<file path="src/rtl/fault_sup_pkg.sv">
package fault_sup_pkg;
  typedef enum logic [1:0] {
    FLT_NONE    = 2'd0,
    FLT_OVER    = 2'd1,
    FLT_UNDER   = 2'd2,
    FLT_THERMAL = 2'd3
  } fault_code_e;
endpackage

</file>
<file path="src/rtl/fsup_shdn_sync.sv">
module fsup_shdn_sync (
  input  logic clk,
  input  logic rst_n,
  input  logic shdn_n_i,
  output logic run_o,
  output logic exit_pulse_o
);
  logic meta_q, sync_q, prev_q;

  always_ff @(posedge clk or negedge rst_n) begin
    if (!rst_n) begin
      meta_q <= 1'b0;
      sync_q <= 1'b0;
      prev_q <= 1'b0;
    end else begin
      meta_q <= shdn_n_i;
      sync_q <= meta_q;
      prev_q <= sync_q;
    end
  end

  assign run_o        = sync_q;
  assign exit_pulse_o = sync_q & ~prev_q;
endmodule

</file>
<file path="src/rtl/fsup_thresh.sv">
module fsup_thresh #(
  parameter int CODE_W = 8
) (
  input  logic [CODE_W-1:0] dac_code_i,
  input  logic [CODE_W-1:0] fb_code_i,
  output logic              ov_det_o,
  output logic              uv_det_o
);
  localparam int OVW = CODE_W + 1;
  localparam int UVW = CODE_W + 3;

  logic [OVW-1:0] ov_lim;
  logic [UVW-1:0] uv_prod;
  logic [UVW-1:0] uv_lim;

  always_comb begin
    ov_lim   = {1'b0, dac_code_i} + {4'b0, dac_code_i[CODE_W-1:3]};
    uv_prod  = {3'b0, dac_code_i} * UVW'(7);
    uv_lim   = uv_prod / UVW'(10);
    ov_det_o = {1'b0, fb_code_i} > ov_lim;
    uv_det_o = {3'b0, fb_code_i} < uv_lim;
  end
endmodule

</file>
<file path="src/rtl/fsup_blank_timer.sv">
module fsup_blank_timer #(
  parameter int BLANK_CYC = 20000
) (
  input  logic clk,
  input  logic rst_n,
  input  logic hold_i,
  input  logic restart_i,
  output logic armed_o
);
  localparam int CW = $clog2(BLANK_CYC + 1);
  localparam logic [CW-1:0] LAST = CW'(BLANK_CYC);

  logic [CW-1:0] cnt_q, cnt_d;
  logic          cnt_en;

  always_comb begin
    cnt_en = hold_i | restart_i | (cnt_q != LAST);
    if (hold_i || restart_i) cnt_d = '0;
    else                     cnt_d = cnt_q + CW'(1);
  end

  always_ff @(posedge clk or negedge rst_n) begin
    if (!rst_n)      cnt_q <= '0;
    else if (cnt_en) cnt_q <= cnt_d;
  end

  assign armed_o = (cnt_q == LAST);
endmodule

</file>
<file path="src/rtl/fsup_fault_latch.sv">
module fsup_fault_latch (
  input  logic clk,
  input  logic rst_n,
  input  logic clear_i,
  input  logic ov_set_i,
  input  logic uv_set_i,
  output logic ov_q_o,
  output logic uv_q_o
);
  logic ov_q, uv_q, ov_d, uv_d;

  always_comb begin
    if (clear_i) begin
      ov_d = 1'b0;
      uv_d = 1'b0;
    end else begin
      ov_d = ov_q | ov_set_i;
      uv_d = ~ov_d & (uv_q | uv_set_i);
    end
  end

  always_ff @(posedge clk or negedge rst_n) begin
    if (!rst_n) begin
      ov_q <= 1'b0;
      uv_q <= 1'b0;
    end else begin
      ov_q <= ov_d;
      uv_q <= uv_d;
    end
  end

  assign ov_q_o = ov_q;
  assign uv_q_o = uv_q;
endmodule

</file>
<file path="src/rtl/fault_supervisor.sv">
module fault_supervisor
  import fault_sup_pkg::*;
#(
  parameter int CODE_W   = 8,
  parameter int CLK_HZ   = 1_000_000,
  parameter int BLANK_MS = 20
) (
  input  logic              clk,
  input  logic              rst_n,
  input  logic              shdn_n_i,
  input  logic              supply_ok_i,
  input  logic              uvlo_i,
  input  logic [CODE_W-1:0] fb_code_i,
  input  logic [CODE_W-1:0] dac_code_i,
  input  logic              ovp_defeat_i,
  input  logic              test_mode_i,
  input  logic              thermal_i,
  output logic              lowside_on_o,
  output logic              pwm_en_o,
  output logic              skip_force_o,
  output logic [1:0]        fault_code_o
);
  localparam int BLANK_CYC = (CLK_HZ / 1000) * BLANK_MS;

  logic run, exit_pulse, ov_det, uv_det, armed;
  logic clear, ov_set, uv_set, ov_q, uv_q, therm_act;
  fault_code_e code;

  fsup_shdn_sync u_sync (
    .clk(clk), .rst_n(rst_n), .shdn_n_i(shdn_n_i),
    .run_o(run), .exit_pulse_o(exit_pulse)
  );

  fsup_thresh #(.CODE_W(CODE_W)) u_thr (
    .dac_code_i(dac_code_i), .fb_code_i(fb_code_i),
    .ov_det_o(ov_det), .uv_det_o(uv_det)
  );

  fsup_blank_timer #(.BLANK_CYC(BLANK_CYC)) u_blank (
    .clk(clk), .rst_n(rst_n),
    .hold_i(~run | ~supply_ok_i), .restart_i(exit_pulse),
    .armed_o(armed)
  );

  always_comb begin
    clear     = ~run | ~supply_ok_i | test_mode_i;
    ov_set    = ov_det & ~ovp_defeat_i;
    uv_set    = uv_det & armed;
    therm_act = thermal_i & ~test_mode_i;
  end

  fsup_fault_latch u_latch (
    .clk(clk), .rst_n(rst_n), .clear_i(clear),
    .ov_set_i(ov_set), .uv_set_i(uv_set),
    .ov_q_o(ov_q), .uv_q_o(uv_q)
  );

  always_comb begin
    if (ov_q)           code = FLT_OVER;
    else if (uv_q)      code = FLT_UNDER;
    else if (therm_act) code = FLT_THERMAL;
    else                code = FLT_NONE;
    lowside_on_o = ~run | uvlo_i | ov_q;
    pwm_en_o     = run & supply_ok_i & ~uvlo_i & (code == FLT_NONE);
    skip_force_o = test_mode_i;
    fault_code_o = code;
  end
endmodule

</file>
<file path="config.mk">
export PLATFORM = sky130hd
export DESIGN_NAME = fault_supervisor
export DESIGN_NICKNAME = d
export VERILOG_FILES = /design/src/rtl/fault_sup_pkg.sv /design/src/rtl/fsup_shdn_sync.sv /design/src/rtl/fsup_thresh.sv /design/src/rtl/fsup_blank_timer.sv /design/src/rtl/fsup_fault_latch.sv /design/src/rtl/fault_supervisor.sv
export SDC_FILE = /design/constraint.sdc
export NUM_CORES = 1
export LEC_CHECK = 0
export BUFFER_PORTS_ARGS = -buffer_cell sky130_fd_sc_hd__buf_2
export CORE_UTILIZATION = 52
export CTS_CLUSTER_SIZE = 16
export DETAILED_ROUTE_END_ITERATION = 8
export PLACE_DENSITY = 0.7
export SLEW_MARGIN = 20
export SYNTH_ARGS = -nofsm -noshare
export SYNTH_HDL_FRONTEND = slang
export SYNTH_SLANG_ARGS = --single-unit
</file>
<file path="constraint.sdc">
create_clock -name clk -period 2.5 [get_ports clk]
set_input_delay 0.5 -clock clk [delete_from_list [all_inputs] [get_ports clk]]
set_output_delay 0.5 -clock clk [all_outputs]
set_load 0.005 [all_outputs]
</file>
**After elaboration in Yosys (flattened, before gate mapping)**

Index checks and enable logic that the tools add are counted.
Widths: inputs -> output; s select.

- Bits of input ports: 24
- Output and inout bits: 5
- Logic and storage cells: 45
- Flip-flop bits (word level): 20

- Equal/unequal tests: 2
- $add $sub $neg: 2
- Multiply operators: 1
- Divide/modulo/power cells: 1
- Bitwise logic cells: 23
- Magnitude comparators: 2
- Muxes and demuxes: 6
- Reduce and logical (&&, ||, !) cells: 2

Operator list:

| kind | count |
|---|---|
| $add 15x1->15 const B | 1 |
| $eq 15x15->1 const B | 1 |
| $mux 15 | 1 |
| $ne 15x15->1 const B | 1 |
| $div 11x4->11 const B | 1 |
| $lt 8x11->1 | 1 |
| $mul 8x3->11 const B | 1 |
| $add 8x5->9 | 1 |
| $gt 8x9->1 | 1 |
| $and 1x1->1 | 8 |
| $or 1x1->1 | 8 |
| $not 1->1 | 7 |
| $mux 2 | 3 |
| $logic_not 2->1 | 1 |
| $mux 1 | 2 |
| $logic_or 1x1->1 | 1 |

**Longest topological paths before layout**

Gate-level depths: netlist of the first run.

- Word-level depth: 7
- Gate-level depth with buffers: 26
- Mapped depth without buffers: 25

**Modules after synthesis**

Synthesis of the first run repeated with hierarchy kept, for this count alone.

- Cells, all modules: 351
- Area total of the unflattened synthesis: 2991.6 um^2

By module, submodules not included:

| module | cells each | sequential area each (um^2) | times used | area an instance (um^2) |
|---|---|---|---|---|
| fsup_thresh | 245 | 0.0 | 1 | 1941.9 |
| fsup_blank_timer | 84 | 375.4 | 1 | 807.0 |
| fsup_shdn_sync | 4 | 75.1 | 1 | 88.8 |
| fault_supervisor | 12 | 0.0 | 1 | 80.1 |
| fsup_fault_latch | 6 | 50.0 | 1 | 73.8 |

**Least setup slack after synthesis of the first run**

OpenSTA, ideal clock, no wires.

- Path kind: input port to flip-flop
- From: input dac_code_i[3]
- To: register u_latch.uv_q, in the netlist u_latch.uv_q_o
- Data required time: 2.420 ns
- Setup slack: -2.962 ns
- Setup time: 0.080 ns
- Buffers on the path: 1
- Arrival time: 5.382 ns
- Cell stages on the path: 24
- Path through: fa_1 -> ha_1 -> and2_4 -> a221o_1 -> or4_4 -> a211oi_2 -> nand2_1 -> a32oi_4 -> nor4_2 -> o32ai_2 -> o2111a_1 -> buf_6 -> o21ai_0 -> a21oi_1 -> a211oi_1 -> ha_1 -> a21o_1 -> a21oi_1 -> nor2_1 -> nor4_1 -> nand3_1 -> a21oi_1 -> nand4b_1 -> o211ai_2

- Cells in the longest elaborated chain, start to end: 7
- Elaborated cells between the ends (all ways): 12
- Those cells by class: add/sub (1); mul (1); div (1); order compare (2); mux (1); bitwise (6)

Ends and longest elaborated chain:

| element | RTL line | text |
|---|---|---|
| start, declared | fault_supervisor.sv:14 | `input logic [CODE_W-1:0] dac_code_i,` |
| $mul 8x3->11 or $add 8x5->9 (tied branches) | fsup_thresh.sv:18, fsup_thresh.sv:17 |  |
| $div 11x4->11 or $gt 8x9->1 (tied branches) | fsup_thresh.sv:19, fsup_thresh.sv:20 |  |
| $lt 8x11->1 or $and 1x1->1 (tied branches) | fsup_thresh.sv:21, fault_supervisor.sv:47 |  |
| $and 1x1->1 or $or 1x1->1 (tied branches) | fault_supervisor.sv:48, fsup_fault_latch.sv:17 |  |
| $or 1x1->1 or $not 1->1 (tied branches) | fsup_fault_latch.sv:18 | `uv_d = ~ov_d & (uv_q \| uv_set_i);` |
| $and 1x1->1 * | fsup_fault_latch.sv:18 |  |
| $mux 1 * | fsup_fault_latch.sv:13 | `if (clear_i) begin` |
| via u_latch.uv_d | fsup_fault_latch.sv:10 | `logic ov_q, uv_q, ov_d, uv_d;` |
| end signal, assigned | fsup_fault_latch.sv:28 | `uv_q <= uv_d;` |
| end, declared | fsup_fault_latch.sv:10 |  |

The timed path passes the listed nets; every way through them passes the cells marked *.
A chain may end at the register's enable or synchronous reset.

**Worst setup path after layout of the first run**

- From: input dac_code_i[0]
- To: register u_latch.uv_q, in the netlist u_latch.uv_q_o

Same word-level chain as after synthesis.

==> results.yml, run 1 <==
worst_setup_path:
  crit_path_end_kind: "register"
  crit_top_cell: "a21oi_2"
  max_stage_delay_ns: 0.54
  critPathKind: "in -> reg"
  path_buf_inv: 3
  cpLargestDelayFamily: "compound AO/OA/AOI/OAI gates"
  required_ns: 2.68
  arrival_ns: 5.40
  crit_path_start_kind: "input pin"
  slowest_stage: "fa_1"
  cp_max_fo: 4
  r2r-start: "u_blank.cnt_q[0]"
  r2r_end: "u_latch.uv_q_o"
  startpoint: "dac_code_i[0]"
  r2r_slack_ns: 0.07
  ff2ff_path_depth: 12
synth:
  ys_types: 75
  synthCells: 366
  async_flop_share_pct: 100
  ys_seq_elements: 20
  yosys_warnings: 0
  ys_seq_area_share_pct: 16.4
  syn_nets: 434
  synth_flop_cell: "dfrtp_1"
  synthesis.area_um2: 3050
  synth_edf_count: 0
  avgSynthCellArea_um2: 8.32
place:
  pre_cts_slack_ns: -3.28
  gp_congestion: 1.03
  dpl-instance-area_um2: 4060
  dpl.cell_count: 556
  hpwl_um: 6880
  portBuffers: 28
cts:
  clkLatencyLatePin_ns: 0.26
  cts_root_buf: "clkbuf_8"
  cts_made_buffers: 3
  cts.sinks: 20
  hold_buffers: 0
  tritoncts: "yes"
  cts.clk_slew.worst_paths_ns: 0.08
  h-tree-depth: 1
  clockBufferDepth: 2
global_routing:
  grt_overflow: 0
  grt_pass1_wl_um: 15000
  antenna_found_initial: 0
  grt_start_max_net_pins: 21
  grt_pass1_vias: 3307
  grtUsageTotal_pct: 30.5
cells_and_area:
  fillers: 357
  area_delta_synth_final_pct: 46.8
  drive_above_1_share_pct: 43.4
  register_area_um2: 500
  fin_nets: 567
  final_cells: 570
  multi_input_area_um2: 2690
  finalInstanceArea_um2: 4470
  final_util_pct: 80.2
  antennaDiodeCount: 0
floorplan:
  initial_utilization_pct: 54.6
  dieArea_um2: 6170
  die_w_um: 78.5
  fp.coreArea_um2: 5570
  row_count: 27
  die_h_um: 78.5
  pin_count: 29
timing:
  rsz0062_at_grt: "yes"
  slew_headroom_pct: 59.2
  fin_skew_ns: 0.00437
  fin_crit_ns: 5.22
  setup_viol: 2
  slew_viol_final: 0
  fin_crit_sh_pct: 209
  setup_tns_ns: -3.54
  finalHoldViolCount: 0
  setup_ws_ns: -2.72
  hold_ws_ns: 0.174
  worst_pin_slew_ns: 0.613
  fmax_mhz: 191
detailed_routing:
  drt_iter0_markers: 149
  drc: 0
  vias_per_cell: 5.81
  avgRoutedWirePerCell_um: 16.2
  dr.pass1.iters: 5
  ant_nets: 0
  vias: 3313
  wl_um: 9240
power:
  vdd_drop_max_mv: 0.567
  power_mw: 3.62
  power_leakage_nw: 2.04
  power_density_nw_per_um2: 809
job:
  drv_cap: 0
min_path:
  hold_class: "in -> async"
outcome:
  violations: "setup timing"
  outcome: "finished with violations"
==> sequential cells by signal, indices dropped and copies added (netlist names) <==
name / flops
u_blank.cnt_q: 15
u_latch.ov_q_o: 1
u_latch.uv_q_o: 1
u_sync.meta_q: 1
u_sync.prev_q: 1
u_sync.run_o: 1
==> cell families (layout without fill, tap and decap cells) <==
logic type      Yosys count  count (layout)  synth area share (%)
xor+xnor                 28              28                  8.05
compound gates          100             100                  25.5
simple gates            141             141                  24.2
flops                    20              20                  16.4
buf+inv                  32             164                  5.18
fa+ha+maj                44              44                  20.3
mux                       1               1                 0.370
==> how the worst max path moves through the flow <==
stage                endpoint  cells after the start
2_1_floorplan  u_latch.uv_q_o                     24
3_3_place_gp   u_latch.uv_q_o                     26
3_5_place_dp   u_latch.uv_q_o                     26
4_1_cts        u_latch.uv_q_o                     26
5_1_grt        u_latch.uv_q_o                     27
6_report       u_latch.uv_q_o                     27
==> placed cells by master, fill, tap and decap left out, types with 7 or more instances in the layout <==
cell,count
buf_4,102
nor2_1,40
ha_1,30
nand2_1,29
buf_2,22
inv_1,21
dfrtp_1,20
nand3_1,15
a21oi_1,15
xor2_1,14
a21oi_2,12
xnor2_1,11
o21ai_0,8
nand4_1,8
o21a_1,8
buf_6,8
fa_1,7
==> worst reg2reg max path, cell delays in order, from the launching register on <==
cell	delay, ns
dfrtp_1	0.44
inv_1	0.08
ha_1	0.15
nor4bb_1	0.25
and4b_1	0.25
nand4_1	0.19
nor2_1	0.14
a21oi_1	0.10
nor4_2	0.24
nand3_1	0.17
a21oi_2	0.14
nand4b_1	0.12
o211ai_2	0.09
==> final cells by class <==
type | instances | area share (%)
Tap cell | 72 | 2.02
Sequential cell | 20 | 11.2
Multi-Input combinational cell | 314 | 60.2
Inverter | 25 | 2.21
Clock inverter | 1 | 0.672
Clock buffer | 3 | 0.924
Timing Repair Buffer | 135 | 22.7
==> power breakdown <==
part	total, mW	internal, mW	switching [mW]
Combinational	2.96	1.48	1.47
Clock	0.329	0.214	0.115
Sequential	0.330	0.327	0.00285
==> routing by layer <==
metal | global-route usage [%] | up-vias | share of wire [%]
met5 | 0 | - | 0
met2 | 59.0 | 75 | 53
met4 | 9.63 | 0 | 2.2
met3 | 1.63 | 19 | 2.8
li1 | - | 1609 | -
met1 | 35.3 | 1610 | 42
==> timing repair <==
action                     4_1_cts  5_1_grt
setup endpoints to repair        2        2
gates resized for setup         41       25
pin swaps                       35       30
buffers inserted                 6        5
==> cells in the mapped netlist, types with 2 or more instances <==
cell type	number	area, µm²
clkbuf_8	2	27.5
dfrtp_1	20	500
o221ai_1	2	17.5
nor2b_1	7	43.8
nand3_1	15	75.1
nor2_1	40	150
a31oi_1	3	18.8
fa_1	9	180
a211o_1	3	26.3
or2_2	2	12.5
and3_1	5	31.3
a32oi_4	2	55.1
nand4_1	8	50.1
o22ai_1	4	25.0
xor2_1	15	131
nor4_2	2	25.0
and4b_1	2	20.0
a211oi_1	2	15.0
o31ai_1	2	15.0
o21ai_0	11	55.1
nor3_1	5	25.0
o21a_1	8	60.1
inv_1	25	93.8
ha_1	35	438
xnor2_1	13	114
nand2_1	30	113
nor4_1	4	25.0
a21oi_1	27	135
a32o_1	2	20.0
clkbuf_1	2	7.51
nand2b_1	4	25.0
or3_1	3	18.8
o21ai_2	3	26.3
a21o_1	6	45.0
a211oi_2	2	25.0
nor3b_1	2	15.0
Note: power is estimated with default switching activity, not from simulation.
==> run 2, diff against run 1 <==
--- a/config.mk
+++ b/config.mk
@@ -6,10 +6,10 @@
 export NUM_CORES = 1
 export LEC_CHECK = 0
 export BUFFER_PORTS_ARGS = -buffer_cell sky130_fd_sc_hd__buf_2
-export CORE_UTILIZATION = 52
+export CORE_UTILIZATION = 61
 export CTS_CLUSTER_SIZE = 16
 export DETAILED_ROUTE_END_ITERATION = 8
-export PLACE_DENSITY = 0.7
+export PLACE_DENSITY = 0.81
 export SLEW_MARGIN = 20
 export SYNTH_ARGS = -nofsm -noshare
 export SYNTH_HDL_FRONTEND = slang
==> results.yml, run 2 (synthesized netlist as in run 1, its figures left out) <==
outcome:
  outcome: "finished with violations"
  violations: "setup timing"
cells_and_area:
  layout_commonest_cell: "buf_4"
  register_area_um2: 500
  antennaDiodeCount: 0
  multi_input_area_um2: 2710
  largest_register_ffs: 15
  finalInstanceArea_um2: 4480
  area_delta_synth_final_pct: 47.1
  layout_common_cells: "112 x buf_4, 37 x nor2_1, 31 x ha_1"
  top_register: "u_blank.cnt_q"
  fin_nets: 572
  fillers: 159
  drive_above_1_share_pct: 44.5
worst_setup_path:
  path_buf_inv: 6
  crit_top_cell: "buf_4"
  arrival_ns: 5.76
  cp_max_fo: 4
  crit_path_end_kind: "register"
  slowest_stage: "fa_1"
  max_stage_delay_ns: 0.58
  critPathKind: "in -> reg"
  cpLargestDelayFamily: "compound AO/OA/AOI/OAI gates"
  crit_path_start_kind: "input pin"
  required_ns: 2.68
detailed_routing:
  ant_nets: 0
  wl_um: 12900
  vias_per_cell: 6.94
  avgRoutedWirePerCell_um: 22.6
  vias: 3953
  drt_iter0_markers: 436
  dr.pass1.iters: 6
  drc: 0
floorplan:
  row_count: 25
  die_w_um: 72.7
  die_h_um: 72.7
  fp.coreArea_um2: 4750
  dieArea_um2: 5280
  pin_count: 29
  initial_utilization_pct: 64.1
timing:
  fin_skew_ns: 0.00862
  slew_viol_final: 0
  setup_ws_ns: -3.08
  fmax_mhz: 179
  fin_crit_sh_pct: 223
  fin_crit_ns: 5.58
  finalHoldViolCount: 0
  slew_headroom_pct: 56.1
  rsz0062_at_grt: "yes"
  setup_viol: 2
  worst_pin_slew_ns: 0.658
cts:
  clkLatencyLatePin_ns: 0.26
  clockBufferDepth: 2
  cts.clk_slew.worst_paths_ns: 0.08
  tritoncts: "yes"
  cts.sinks: 20
  cts_made_buffers: 3
  h-tree-depth: 1
  cts_root_buf: "clkbuf_8"
  hold_buffers: 0
job:
  drv_cap: 0
place:
  gp_congestion: 0.930
  portBuffers: 28
  dpl-instance-area_um2: 4080
  hpwl_um: 7340
global_routing:
  grt_pass1_vias: 3964
  antenna_found_initial: 0
  grt_overflow: 0
  grt_start_max_net_pins: 21
  grtUsageTotal_pct: 45.0
  grt_pass1_wl_um: 18400
power:
  vdd_drop_max_mv: 0.495
  power_leakage_nw: 2.06
  power_mw: 3.95
  power_density_nw_per_um2: 881
min_path:
  hold_class: "in -> async"
[run 2: final timing paths]
check	slack, ns	to	start	depth (start not counted)
worst max-delay path	-3.08	u_latch.uv_q_o	dac_code_i[1]	29
worst min-delay path	0.17	u_blank.cnt_q[6]	rst_n	1
worst max register to register	0.19	u_latch.uv_q_o	u_blank.cnt_q[1]	12
worst min register to register	0.37	u_sync.run_o	u_sync.meta_q	0
max in group asynchronous	2.01	u_blank.cnt_q[4]	rst_n	1
min in group clk	0.36	u_sync.meta_q	shdn_n_i	1
[run 2: timing repair]
action / in CTS / in global routing
pin swaps: 28 / 28
setup endpoints to repair: 2 / 2
gates resized for setup: 30 / 35
buffers inserted: 7 / 3
[run 2: layout make-up]
cell class / instances / area share (%)
Sequential cell: 20 / 11.2
Multi-Input combinational cell: 314 / 60.5
Tap cell: 67 / 1.87
Inverter: 25 / 2.09
Clock buffer: 3 / 0.922
Clock inverter: 1 / 0.670
Timing Repair Buffer: 140 / 22.8
[run 2: per-layer routing]
layer / part of all wire [%] / GRT usage [%]
met5: 0 / 0
met4: 12 / 37.7
met3: 10 / 10.1
met2: 45 / 78.8
met1: 33 / 45.3
[run 2: through the flow]
step | TNS (ns) | std cells | hold slack, ns | util [%] | worst slack, ns
6_report | -3.87 | 570 | 0.175 | 94.2 | -3.08
5_1_grt | -4.13 | 570 | 0.191 | 94.2 | -3.29
4_1_cts | -3.49 | 567 | 0.184 | 91.1 | -2.81
3_5_place_dp | -4.24 | 556 | 0.337 | 85.7 | -3.33
3_3_place_gp | -4.11 | 556 | 0.340 | 85.7 | -3.23
2_1_floorplan | -3.19 | 366 | 0.204 | - | -2.84
[run 2: where the power goes]
group,switching [mW],leakage (nW),internal [mW]
sequential,0.00226,0.272,0.327
clock,0.104,0.0357,0.214
combinational,1.72,1.75,1.58
